## config.mk

```make
export PLATFORM = sky130hd
export DESIGN_NAME = ibr_bridge
export DESIGN_NICKNAME = d
export VERILOG_FILES = /design/src/rtl/ibr_pkg.sv /design/src/rtl/ibr_decode.sv /design/src/rtl/ibr_channel.sv /design/src/rtl/ibr_bridge.sv
export SDC_FILE = /design/constraint.sdc
export NUM_CORES = 1
export LEC_CHECK = 0
export ABC_AREA = 0
export BUFFER_PORTS_ARGS = -buffer_cell sky130_fd_sc_hd__buf_4
export CAP_MARGIN = 20
export CORE_ASPECT_RATIO = 1.75
export CORE_UTILIZATION = 28
export CTS_BUF_LIST = sky130_fd_sc_hd__clkbuf_4
export CTS_CLUSTER_DIAMETER = 80
export DETAILED_ROUTE_END_ITERATION = 6
export PLACE_DENSITY = 0.56
export SLEW_MARGIN = 5
export SYNTH_ARGS = -nofsm -noshare
export SYNTH_HDL_FRONTEND = slang
export SYNTH_SLANG_ARGS = --single-unit
```

## constraint.sdc

```tcl
create_clock -name clk -period 5.1 [get_ports clk]
set_input_delay 0.51 -clock clk [delete_from_list [all_inputs] [get_ports clk]]
set_output_delay 0.51 -clock clk [all_outputs]
set_load 0.005 [all_outputs]
```

## src/rtl/ibr_pkg.sv

```systemverilog
package ibr_pkg;
    typedef enum logic [1:0] {
        SEL_ADDR = 2'd0,
        SEL_DATA = 2'd1,
        SEL_CTRL = 2'd2,
        SEL_NONE = 2'd3
    } ibr_reg_e;

    typedef enum logic [1:0] {
        ST_IDLE   = 2'd0,
        ST_HALF   = 2'd1,
        ST_ARMED  = 2'd2,
        ST_RDWAIT = 2'd3
    } ibr_state_e;

    localparam int ERR_EN_BIT = 15;
endpackage

```

## src/rtl/ibr_decode.sv

```systemverilog
module ibr_decode
    import ibr_pkg::*;
#(
    parameter int ADDR_W = 8
) (
    input  logic              bus_sel,
    input  logic [ADDR_W-1:0] bus_addr,
    output logic              sel_top,
    output logic              sel_ctl,
    output ibr_reg_e          reg_sel
);
    logic hi_ok;

    generate
        if (ADDR_W > 5) begin : g_hi
            assign hi_ok = (bus_addr[ADDR_W-1:5] == '0);
        end else begin : g_nohi
            assign hi_ok = 1'b1;
        end
    endgenerate

    assign sel_top = bus_sel && hi_ok && !bus_addr[4];
    assign sel_ctl = bus_sel && hi_ok &&  bus_addr[4];
    assign reg_sel = ibr_reg_e'(bus_addr[3:2]);
endmodule

```

## src/rtl/ibr_channel.sv

```systemverilog
module ibr_channel
    import ibr_pkg::*;
#(
    parameter int BUS_DW = 32,
    parameter int IA_W   = 16,
    parameter int DW     = 32
) (
    input  logic              clk,
    input  logic              rst_n,
    input  logic              acc,
    input  logic              wr,
    input  ibr_reg_e          reg_sel,
    input  logic [BUS_DW-1:0] wdata,
    output logic [BUS_DW-1:0] rsp_data,
    output logic              rsp_err,
    output logic [IA_W-1:0]   ib_addr,
    output logic [DW-1:0]     ib_wdata,
    output logic              ib_wr,
    output logic              ib_rd,
    input  logic [DW-1:0]     ib_rdata
);
    ibr_state_e      state, nxt;
    logic [IA_W-1:0] pend_q;
    logic            err_en_q;
    logic [DW-1:0]   hold_q;
    logic [DW-1:0]   hold_now;
    logic            issue_wr, issue_rd, viol, give_hold;
    logic [BUS_DW-1:0] rd_val;

    always_ff @(posedge clk or negedge rst_n) begin
        if (!rst_n) state <= ST_IDLE;
        else        state <= nxt;
    end

    always_comb begin
        nxt       = state;
        issue_wr  = 1'b0;
        issue_rd  = 1'b0;
        viol      = 1'b0;
        give_hold = 1'b0;
        if (acc) begin
            unique case (reg_sel)
                SEL_ADDR: begin
                    if (wr) begin
                        nxt = (state == ST_HALF && wdata[IA_W-1:0] == pend_q)
                              ? ST_ARMED : ST_HALF;
                    end
                end
                SEL_DATA: begin
                    unique case (state)
                        ST_ARMED: begin
                            if (wr) begin
                                issue_wr = 1'b1;
                                nxt      = ST_IDLE;
                            end else begin
                                issue_rd  = 1'b1;
                                give_hold = 1'b1;
                                nxt       = ST_RDWAIT;
                            end
                        end
                        ST_RDWAIT: begin
                            nxt = ST_IDLE;
                            if (wr) viol = 1'b1;
                            else    give_hold = 1'b1;
                        end
                        default: begin
                            viol = 1'b1;
                            nxt  = ST_IDLE;
                        end
                    endcase
                end
                default: ;
            endcase
        end
    end

    assign hold_now = ib_rd ? ib_rdata : hold_q;

    always_comb begin
        rd_val = '0;
        if (acc && !wr) begin
            unique case (reg_sel)
                SEL_ADDR: rd_val[IA_W-1:0] = pend_q;
                SEL_DATA: if (give_hold) rd_val[DW-1:0] = hold_now;
                SEL_CTRL: rd_val[ERR_EN_BIT] = err_en_q;
                default:  rd_val = '0;
            endcase
        end
    end

    always_ff @(posedge clk or negedge rst_n) begin
        if (!rst_n) begin
            pend_q   <= '0;
            err_en_q <= 1'b0;
            hold_q   <= '0;
            ib_addr  <= '0;
            ib_wdata <= '0;
            ib_wr    <= 1'b0;
            ib_rd    <= 1'b0;
            rsp_data <= '0;
            rsp_err  <= 1'b0;
        end else begin
            ib_wr    <= issue_wr;
            ib_rd    <= issue_rd;
            rsp_data <= rd_val;
            rsp_err  <= viol && err_en_q;
            if (issue_wr || issue_rd) ib_addr <= pend_q;
            if (issue_wr) ib_wdata <= wdata[DW-1:0];
            if (ib_rd) hold_q <= ib_rdata;
            if (acc && wr && reg_sel == SEL_ADDR) pend_q <= wdata[IA_W-1:0];
            if (acc && wr && reg_sel == SEL_CTRL) err_en_q <= wdata[ERR_EN_BIT];
        end
    end

    AST_WR_FROM_DATA_WRITE: assert property (@(posedge clk) disable iff (!rst_n)
        ib_wr |-> $past(acc && wr && reg_sel == SEL_DATA));
    AST_STROBE_EXCL: assert property (@(posedge clk) disable iff (!rst_n)
        !(ib_wr && ib_rd));
    AST_RD_SINGLE: assert property (@(posedge clk) disable iff (!rst_n)
        ib_rd |=> !ib_rd);
    AST_ERR_NEEDS_EN: assert property (@(posedge clk) disable iff (!rst_n)
        rsp_err |-> $past(err_en_q));
    AST_ERR_ONLY_DATA: assert property (@(posedge clk) disable iff (!rst_n)
        rsp_err |-> $past(acc && reg_sel == SEL_DATA));
    AST_ARM_NEEDS_PAIR: assert property (@(posedge clk) disable iff (!rst_n)
        (state == ST_ARMED && $past(state) != ST_ARMED) |-> $past(state == ST_HALF));
endmodule

```

## src/rtl/ibr_bridge.sv

```systemverilog
module ibr_bridge
    import ibr_pkg::*;
#(
    parameter int ADDR_W = 8,
    parameter int BUS_DW = 32,
    parameter int IA_W   = 16,
    parameter int TOP_DW = 32,
    parameter int CTL_DW = 8
) (
    input  logic              clk,
    input  logic              rst_n,
    input  logic              bus_sel,
    input  logic              bus_wr,
    input  logic [ADDR_W-1:0] bus_addr,
    input  logic [BUS_DW-1:0] bus_wdata,
    output logic [BUS_DW-1:0] bus_rdata,
    output logic              bus_err,
    output logic [IA_W-1:0]   top_addr,
    output logic [TOP_DW-1:0] top_wdata,
    output logic              top_wr,
    output logic              top_rd,
    input  logic [TOP_DW-1:0] top_rdata,
    output logic [IA_W-1:0]   ctl_addr,
    output logic [CTL_DW-1:0] ctl_wdata,
    output logic              ctl_wr,
    output logic              ctl_rd,
    input  logic [CTL_DW-1:0] ctl_rdata
);
    logic              sel_top, sel_ctl;
    ibr_reg_e          reg_sel;
    logic [BUS_DW-1:0] top_rsp, ctl_rsp;
    logic              top_err, ctl_err;

    ibr_decode #(.ADDR_W(ADDR_W)) u_dec (
        .bus_sel (bus_sel),
        .bus_addr(bus_addr),
        .sel_top (sel_top),
        .sel_ctl (sel_ctl),
        .reg_sel (reg_sel)
    );

    ibr_channel #(.BUS_DW(BUS_DW), .IA_W(IA_W), .DW(TOP_DW)) u_top (
        .clk(clk), .rst_n(rst_n), .acc(sel_top), .wr(bus_wr), .reg_sel(reg_sel),
        .wdata(bus_wdata), .rsp_data(top_rsp), .rsp_err(top_err),
        .ib_addr(top_addr), .ib_wdata(top_wdata), .ib_wr(top_wr), .ib_rd(top_rd),
        .ib_rdata(top_rdata)
    );

    ibr_channel #(.BUS_DW(BUS_DW), .IA_W(IA_W), .DW(CTL_DW)) u_ctl (
        .clk(clk), .rst_n(rst_n), .acc(sel_ctl), .wr(bus_wr), .reg_sel(reg_sel),
        .wdata(bus_wdata), .rsp_data(ctl_rsp), .rsp_err(ctl_err),
        .ib_addr(ctl_addr), .ib_wdata(ctl_wdata), .ib_wr(ctl_wr), .ib_rd(ctl_rd),
        .ib_rdata(ctl_rdata)
    );

    assign bus_rdata = top_rsp | ctl_rsp;
    assign bus_err   = top_err | ctl_err;

    AST_TOP_STROBE_OWN: assert property (@(posedge clk) disable iff (!rst_n)
        (top_wr || top_rd) |-> $past(bus_sel && !bus_addr[4]));
    AST_CTL_STROBE_OWN: assert property (@(posedge clk) disable iff (!rst_n)
        (ctl_wr || ctl_rd) |-> $past(bus_sel && bus_addr[4]));
endmodule

```

==> reports/results.ini, run 1 <==
[status]
status = finished clean

[synthesis]
synth_edf_count = 0
ys_ff_latch = 204
seq_area_frac_synth_pct = 61.2
synth_area_um2 = 8340
synth_area_leader_cell = dfrtp_1
synth_ff_type = dfrtp_1
async_reset_ff_share_pct = 100
synth_top_area_share_pct = 61.2
synthCells = 595
syn_nets = 679
yosys.cell_types.count = 47
yosys-top-cells-area = dfrtp_1 (61%), mux2_2 (19%), xor2_1 (2.0%)
yosys_warnings = 0
avgSynthCellArea_um2 = 14.0

[timing]
slew_viol_final = 0
slew_headroom_pct = 34.6
setup_tns_ps = 0
worstMarginPinSlew_ps = 981
hold_viol = 0
period_share_pct = 51.7
rsz0062_at_grt = no
clock_skew_ps = 42.9
timing.final.ws_setup_ps = 2460
setup_viol = 0
max_freq_mhz = 379
period_minus_slack_ps = 2640

[drt]
via_count = 5318
avgViaCountPerCell = 4.38
drtIter0Drc = 195
firstDrtPassIters = 4
ant_nets = 0
routedWlPerCell_um = 17.7
routed_wirelength_mm = 21.5
drc = 0

[worst_setup_path]
crit_chain = buf_4, nor4b_4, nand3_4, nor2_4, and2_2, mux2_2
critPathArrivalTime_ps = 3170
critPathSlowestCell = and2_2
crit_type = in2reg
cp.required_ps = 5630
worstSetupStartpointType = input pin
cp_max_fo = 33
crit_path_end_kind = register
max_stage_delay_ps = 900

[run]
maxCapViolCount = 0

[global_route]
grt_max_degree = 106
met2_usage_pct = 27.5
grt_remaining_overflow = 0
use_met3_pct = 3.24
top_usage_layer = met2
met1_usage_pct = 14.3
grt_pass1_vias = 5570
grt_pass1_wl_mm = 32.4
antenna_found_initial = 1
grtUsageTotal_pct = 14.3

[floorplan]
io_pins = 193
die_y_um = 230
core_um2 = 29300
die-area_um2 = 30500
rows = 83
initial_utilization_pct = 28.5
dieWidth_um = 132

[place]
routabilityCongestion = 0.738
dp.cells = 1129
dpl.hpwl_mm = 15.3
port_buffers = 190
pre_cts_ws_ps = 1690

[clock_tree]
root_buffer = clkbuf_4
clock_path_buffers = 3
cts_buffers = 51
clk_pin_slew_ps = 70
insertion_delay_ps = 680
h-tree-depth = 2
cts.sinks = 204
cts_tree = done
ctsResizeCount = 0

[finish]
instances_no_fill = 1214
drive_above_1_share_pct = 53.4
seqCellArea_um2 = 5100
syn2layout_area_growth_pct = 27.9
n_fill_cell = 2965
multiInputGateArea_um2 = 2970
nets = 891

[power_and_ir_drop]
p_per_area_nw_per_um2 = 291
p_total_w = 0.00310
ir_worst_vdd_v = 0.000101
p_leak_nw = 5.54

[min_path]
holdCritPathClass = in2reg

## per-layer routing
layer	up-vias	part of all wire (%)
met5	-	0
met4	0	2.7
met3	40	4.7
met2	145	57
met1	2661	35
li1	2472	-
## placed cells by master, fill, tap and decap left out, types with 2 or more instances in the layout
master         instances
a22oi_1               15
xnor2_1               13
nor2_1                33
clkinv_1               5
clkinv_2               4
clkbuf_4              68
dfrtp_1              204
xor2_1                19
dlygate4sd3_1          7
mux2i_1                2
nand2_1                8
buf_4                193
nor3_1                 4
nand4_1                5
nand3_1                2
mux2_1                 2
or2_2                 18
a2bb2oi_1              2
nor2b_1               10
mux2_2               144
inv_1                  2
nand2b_1               2
a21oi_1               12
nand3_2                2
and2_1                24
nor4_1                 7
## state kept, by name (all words and copies together), names as in the netlist, 2 cells and up
| register | count |
|---|---|
| u_top.ib_addr | 16 |
| u_ctl.state | 2 |
| u_top.state | 2 |
| u_top.ib_wdata | 32 |
| u_ctl.ib_addr | 16 |
| u_top.hold_q | 32 |
| u_ctl.hold_q | 8 |
| u_ctl.ib_wdata | 8 |
| u_ctl.pend_q | 16 |
| u_top.pend_q | 16 |
| u_top.rsp_data | 32 |
| u_ctl.rsp_data | 16 |
## synth_stat cells (all sizes together), types with 5 or more instances
cell and count:
mux2 146, nor2 35, a22oi 15, clkbuf 15, nand2 9, or2 18
nor2b 10, nand4 6, xnor2 13, dfrtp 204, a21oi 12, buf 28
and2 25, nand3 5, nor4 7, xor2 19
## through the flow
stage	instance area [um^2]	utilization [%]	hold slack [ps]
3_3_place_gp	10000	34.3	472
4_1_cts	10700	36.4	7.08
2_1_floorplan	8340	-	214
5_1_grt	10700	36.4	20.6
3_5_place_dp	10000	34.3	480
6_report	10700	36.4	76.2
## path summary, 6_finish.rpt
path | cells past startpoint | to | slack, ps | start
setup / recovery | 6 | u_top.ib_wdata[22] | 2460 | bus_addr[6]
hold / removal | 2 | u_top.hold_q[23] | 80 | top_rdata[23]
setup reg to reg | 4 | u_top.ib_wdata[22] | 2520 | u_top.state[0]
hold reg to reg | 1 | u_top.hold_q[28] | 490 | u_top.hold_q[28]
max in group asynchronous | 3 | u_top.ib_wdata[27] | 3430 | rst_n
min in group asynchronous | 2 | u_top.ib_wdata[10] | 490 | rst_n
## layout make-up
cell class / instances / area share [%]
well taps: 382 / 4.48
repair buffers: 202 / 14.6
clock inverters: 9 / 0.364
clock buffers: 68 / 4.79
inverters: 2 / 0.0704
flip-flops and latches: 204 / 47.9
diodes: 1 / 0.0235
multi-input cells: 346 / 27.9
## worst max-delay path, delay by kind of cell
kind,cells,cell delay [ps]
and+or+nand+nor,4,2110
muxes,1,410
buffers and inverters,1,120
## timing repair
item                      4_1_cts  5_1_grt
hold buffers                    7        0
hold endpoints to repair      110        0
buffers inserted                0        0
## kinds of logic after synthesis
kind of cell | Yosys count | share of synthesized area (%)
muxes | 148 | 20.0
xor gates and xnor gates | 32 | 3.36
AOI/OAI and AO/OA | 33 | 2.69
DFF | 204 | 61.2
buffers and inverters | 45 | 3.23
and+or+nand+nor | 133 | 9.56
## power breakdown
| group | internal (W) | total (W) | switching, W | leakage, nW |
|---|---|---|---|---|
| logic | 0.0000913 | 0.000191 | 0.0000995 | 2.37 |
| clock network | 0.000607 | 0.00123 | 0.000627 | 0.336 |
| registers | 0.00164 | 0.00168 | 0.0000330 | 2.83 |
(Power assumes the default switching activity.)
==> run 2, diff against run 1 <==
--- a/config.mk
+++ b/config.mk
@@ -13,7 +13,7 @@
 export CTS_BUF_LIST = sky130_fd_sc_hd__clkbuf_4
 export CTS_CLUSTER_DIAMETER = 80
 export DETAILED_ROUTE_END_ITERATION = 6
-export PLACE_DENSITY = 0.56
+export PLACE_DENSITY = 0.58
 export SLEW_MARGIN = 5
 export SYNTH_ARGS = -nofsm -noshare
 export SYNTH_HDL_FRONTEND = slang
==> constraint.sdc (replaced) <==
create_clock -name clk -period 2.4 [get_ports clk]
set_input_delay 0.24 -clock clk [delete_from_list [all_inputs] [get_ports clk]]
set_output_delay 0.24 -clock clk [all_outputs]
set_load 0.005 [all_outputs]
==> reports/results.ini, run 2 (synthesized netlist as in run 1, its figures left out) <==
[power_and_ir_drop]
ir_worst_vdd_v = 0.000270  ; +170%
power.internal_w = 0.00521  ; +120%
switching_share_pct = 24.9  ; +0.37 points
p_per_area_nw_per_um2 = 597  ; +110%
clkPwrFrac_pct = 41.3  ; +1.5 points
switchingPower_w = 0.00172  ; +130%
comb_power_share_pct = 7.4  ; +1.2 points
p_leak_nw = 5.93  ; +7.2%
seqPwrFrac_pct = 51.3  ; -2.7 points

[run]
maxCapViolCount = 0  ; unchanged

[worst_setup_path]
critPathArrivalTime_ps = 2520  ; -650 ps
crit_type = in2reg
cp.required_ps = 2940  ; -2690 ps
crit_path_end_kind = register
cp_max_fo = 18  ; -45%
worstSetupStartpointType = input pin

[clock_tree]
clock_path_buffers = 3  ; unchanged
ctsHoldBuffers = 81  ; +74
post_cts_buffers = 0  ; unchanged
h-tree-depth = 2  ; unchanged
ctsResizeCount = 0  ; unchanged
cts_buffers = 50  ; -2.0%
cts.sinks = 204  ; unchanged
root_buffer = clkbuf_4
insertion_delay_ps = 680  ; about the same
clk_pin_slew_ps = 80  ; about the same
cts_tree = done

[global_route]
grtUsageTotal_pct = 15.0  ; +0.78 points
grt_remaining_overflow = 0  ; unchanged
grt_pass1_vias = 6164  ; +11%
grt_pass1_wl_mm = 34.6  ; +6.9%
grt_max_degree = 69  ; -35%
antenna_found_initial = 1  ; unchanged

[floorplan]
initial_utilization_pct = 28.5  ; unchanged
die-area_um2 = 30500  ; unchanged
core_um2 = 29300  ; unchanged
die_y_um = 230  ; unchanged
dieWidth_um = 132  ; unchanged
rows = 83  ; unchanged
io_pins = 193  ; unchanged

[timing]
setup_tns_ps = 0  ; unchanged
hold_viol = 0  ; unchanged
period_share_pct = 82.4
worstMarginPinSlew_ps = 588  ; -393 ps
clock_skew_ps = 25.5  ; -17.4 ps
max_freq_mhz = 506
rsz0062_at_grt = no
period_minus_slack_ps = 1980
slew_viol_final = 0  ; unchanged
timing.final.ws_setup_ps = 422  ; -2040 ps
setup_viol = 0  ; unchanged
slew_headroom_pct = 60.8  ; +26 points

[drt]
drtIter0Drc = 186  ; -4.6%
drc = 0  ; unchanged
routed_wirelength_mm = 22.4  ; +4.2%
routedWlPerCell_um = 17.1  ; -3.3%
via_count = 5674  ; +6.7%
avgViaCountPerCell = 4.34  ; -0.97%
firstDrtPassIters = 5  ; +1
ant_nets = 0  ; unchanged

[place]
dpl.hpwl_mm = 15.8  ; +3.2%
routabilityCongestion = 0.798  ; +8.1%
port_buffers = 190  ; unchanged
pre_cts_ws_ps = 298  ; -1390 ps

[finish]
nets = 974  ; +9.3%
drive_above_1_share_pct = 49.4  ; -4.0 points
reg_top3 = u_top.hold_q x32, u_top.ib_wdata x32, u_top.rsp_data x32
syn2layout_area_growth_pct = 39.1
layout_common_cells = dfrtp_1 (204), buf_4 (199), mux2_2 (144)
utilization_pct = 39.6  ; +3.2 points
layout_commonest_cell = dfrtp_1

[min_path]
holdCritPathClass = in2async

[status]
status = finished clean

-- run 2: cell types whose count changed in the layout (fill, tap and decap cells not counted), moves of 4 or more --
cell	previous run	this run
clkinv_1	5	12
dlygate4sd3_1	7	81
buf_12	1	5
buf_4	193	199
-- run 2: path summary, 6_finish.rpt --
| kind | cells after the start | slack, ps | start | to |
|---|---|---|---|---|
| min in group clk | 5 | 150 | bus_addr[5] | u_ctl.err_en_q |
| max in group asynchronous | 3 | 1530 | rst_n | u_top.ib_wdata[26] |
| worst min register to register | 1 | 490 | u_top.hold_q[21] | u_top.hold_q[21] |
| worst max register to register | 5 | 570 | u_top.pend_q[9] | u_top.state[1] |
| worst max-delay path | 8 | 420 | bus_addr[6] | u_top.ib_wdata[23] |
| worst min-delay path | 2 | 130 | rst_n | u_top.ib_wdata[20] |
-- run 2: per-layer routing --
| metal | global-route usage, % | part of all wire (%) | vias to the layer above |
|---|---|---|---|
| met5 | 0 | 0 | - |
| met4 | 8.48 | 3.8 | 0 |
| met3 | 3.24 | 4.8 | 50 |
| met2 | 28.5 | 56 | 167 |
| met1 | 14.9 | 36 | 2804 |
| li1 | - | - | 2653 |
-- run 2: cell type report --
class | count | area (um^2)
Sequential cell | 204 | 5100
Multi-Input combinational cell | 346 | 2970
Clock buffer | 69 | 518
Antenna cell | 1 | 2.50
Inverter | 2 | 7.51
Timing Repair Buffer | 286 | 2420
Tap cell | 382 | 478
Clock inverter | 18 | 101
Fill cell | 2855 | 17700
-- run 2: per-stage QoR --
step	hold slack (ps)	total power [W]	instance area, um^2	std cells
2_1_floorplan	-55.6	0.00375	8340	595
3_3_place_gp	291	0.00403	10200	1139
3_5_place_dp	300	0.00404	10200	1139
4_1_cts	61.1	0.00710	11600	1307
5_1_grt	122	0.00728	11600	1308
6_report	135	0.00693	11600	1308
-- run 2: critical path, cell delays in order --
cell           delay (ps)
dlygate4sd3_1         540
buf_4                 140
nor4b_4               430
nand3_4               170
nor2_4                130
and2_2                190
buf_4                 280
mux2_2                380
-- run 2: power by group through the flow --
stage / Sequential (W) / Combinational (W) / Clock, W
CTS: 0.00356 / 0.000527 / 0.00301
floorplan: 0.00360 / 0.000150 / 0
global placement: 0.00362 / 0.000413 / 0
finish: 0.00356 / 0.000513 / 0.00286
global route: 0.00356 / 0.000564 / 0.00316
detailed placement: 0.00362 / 0.000418 / 0
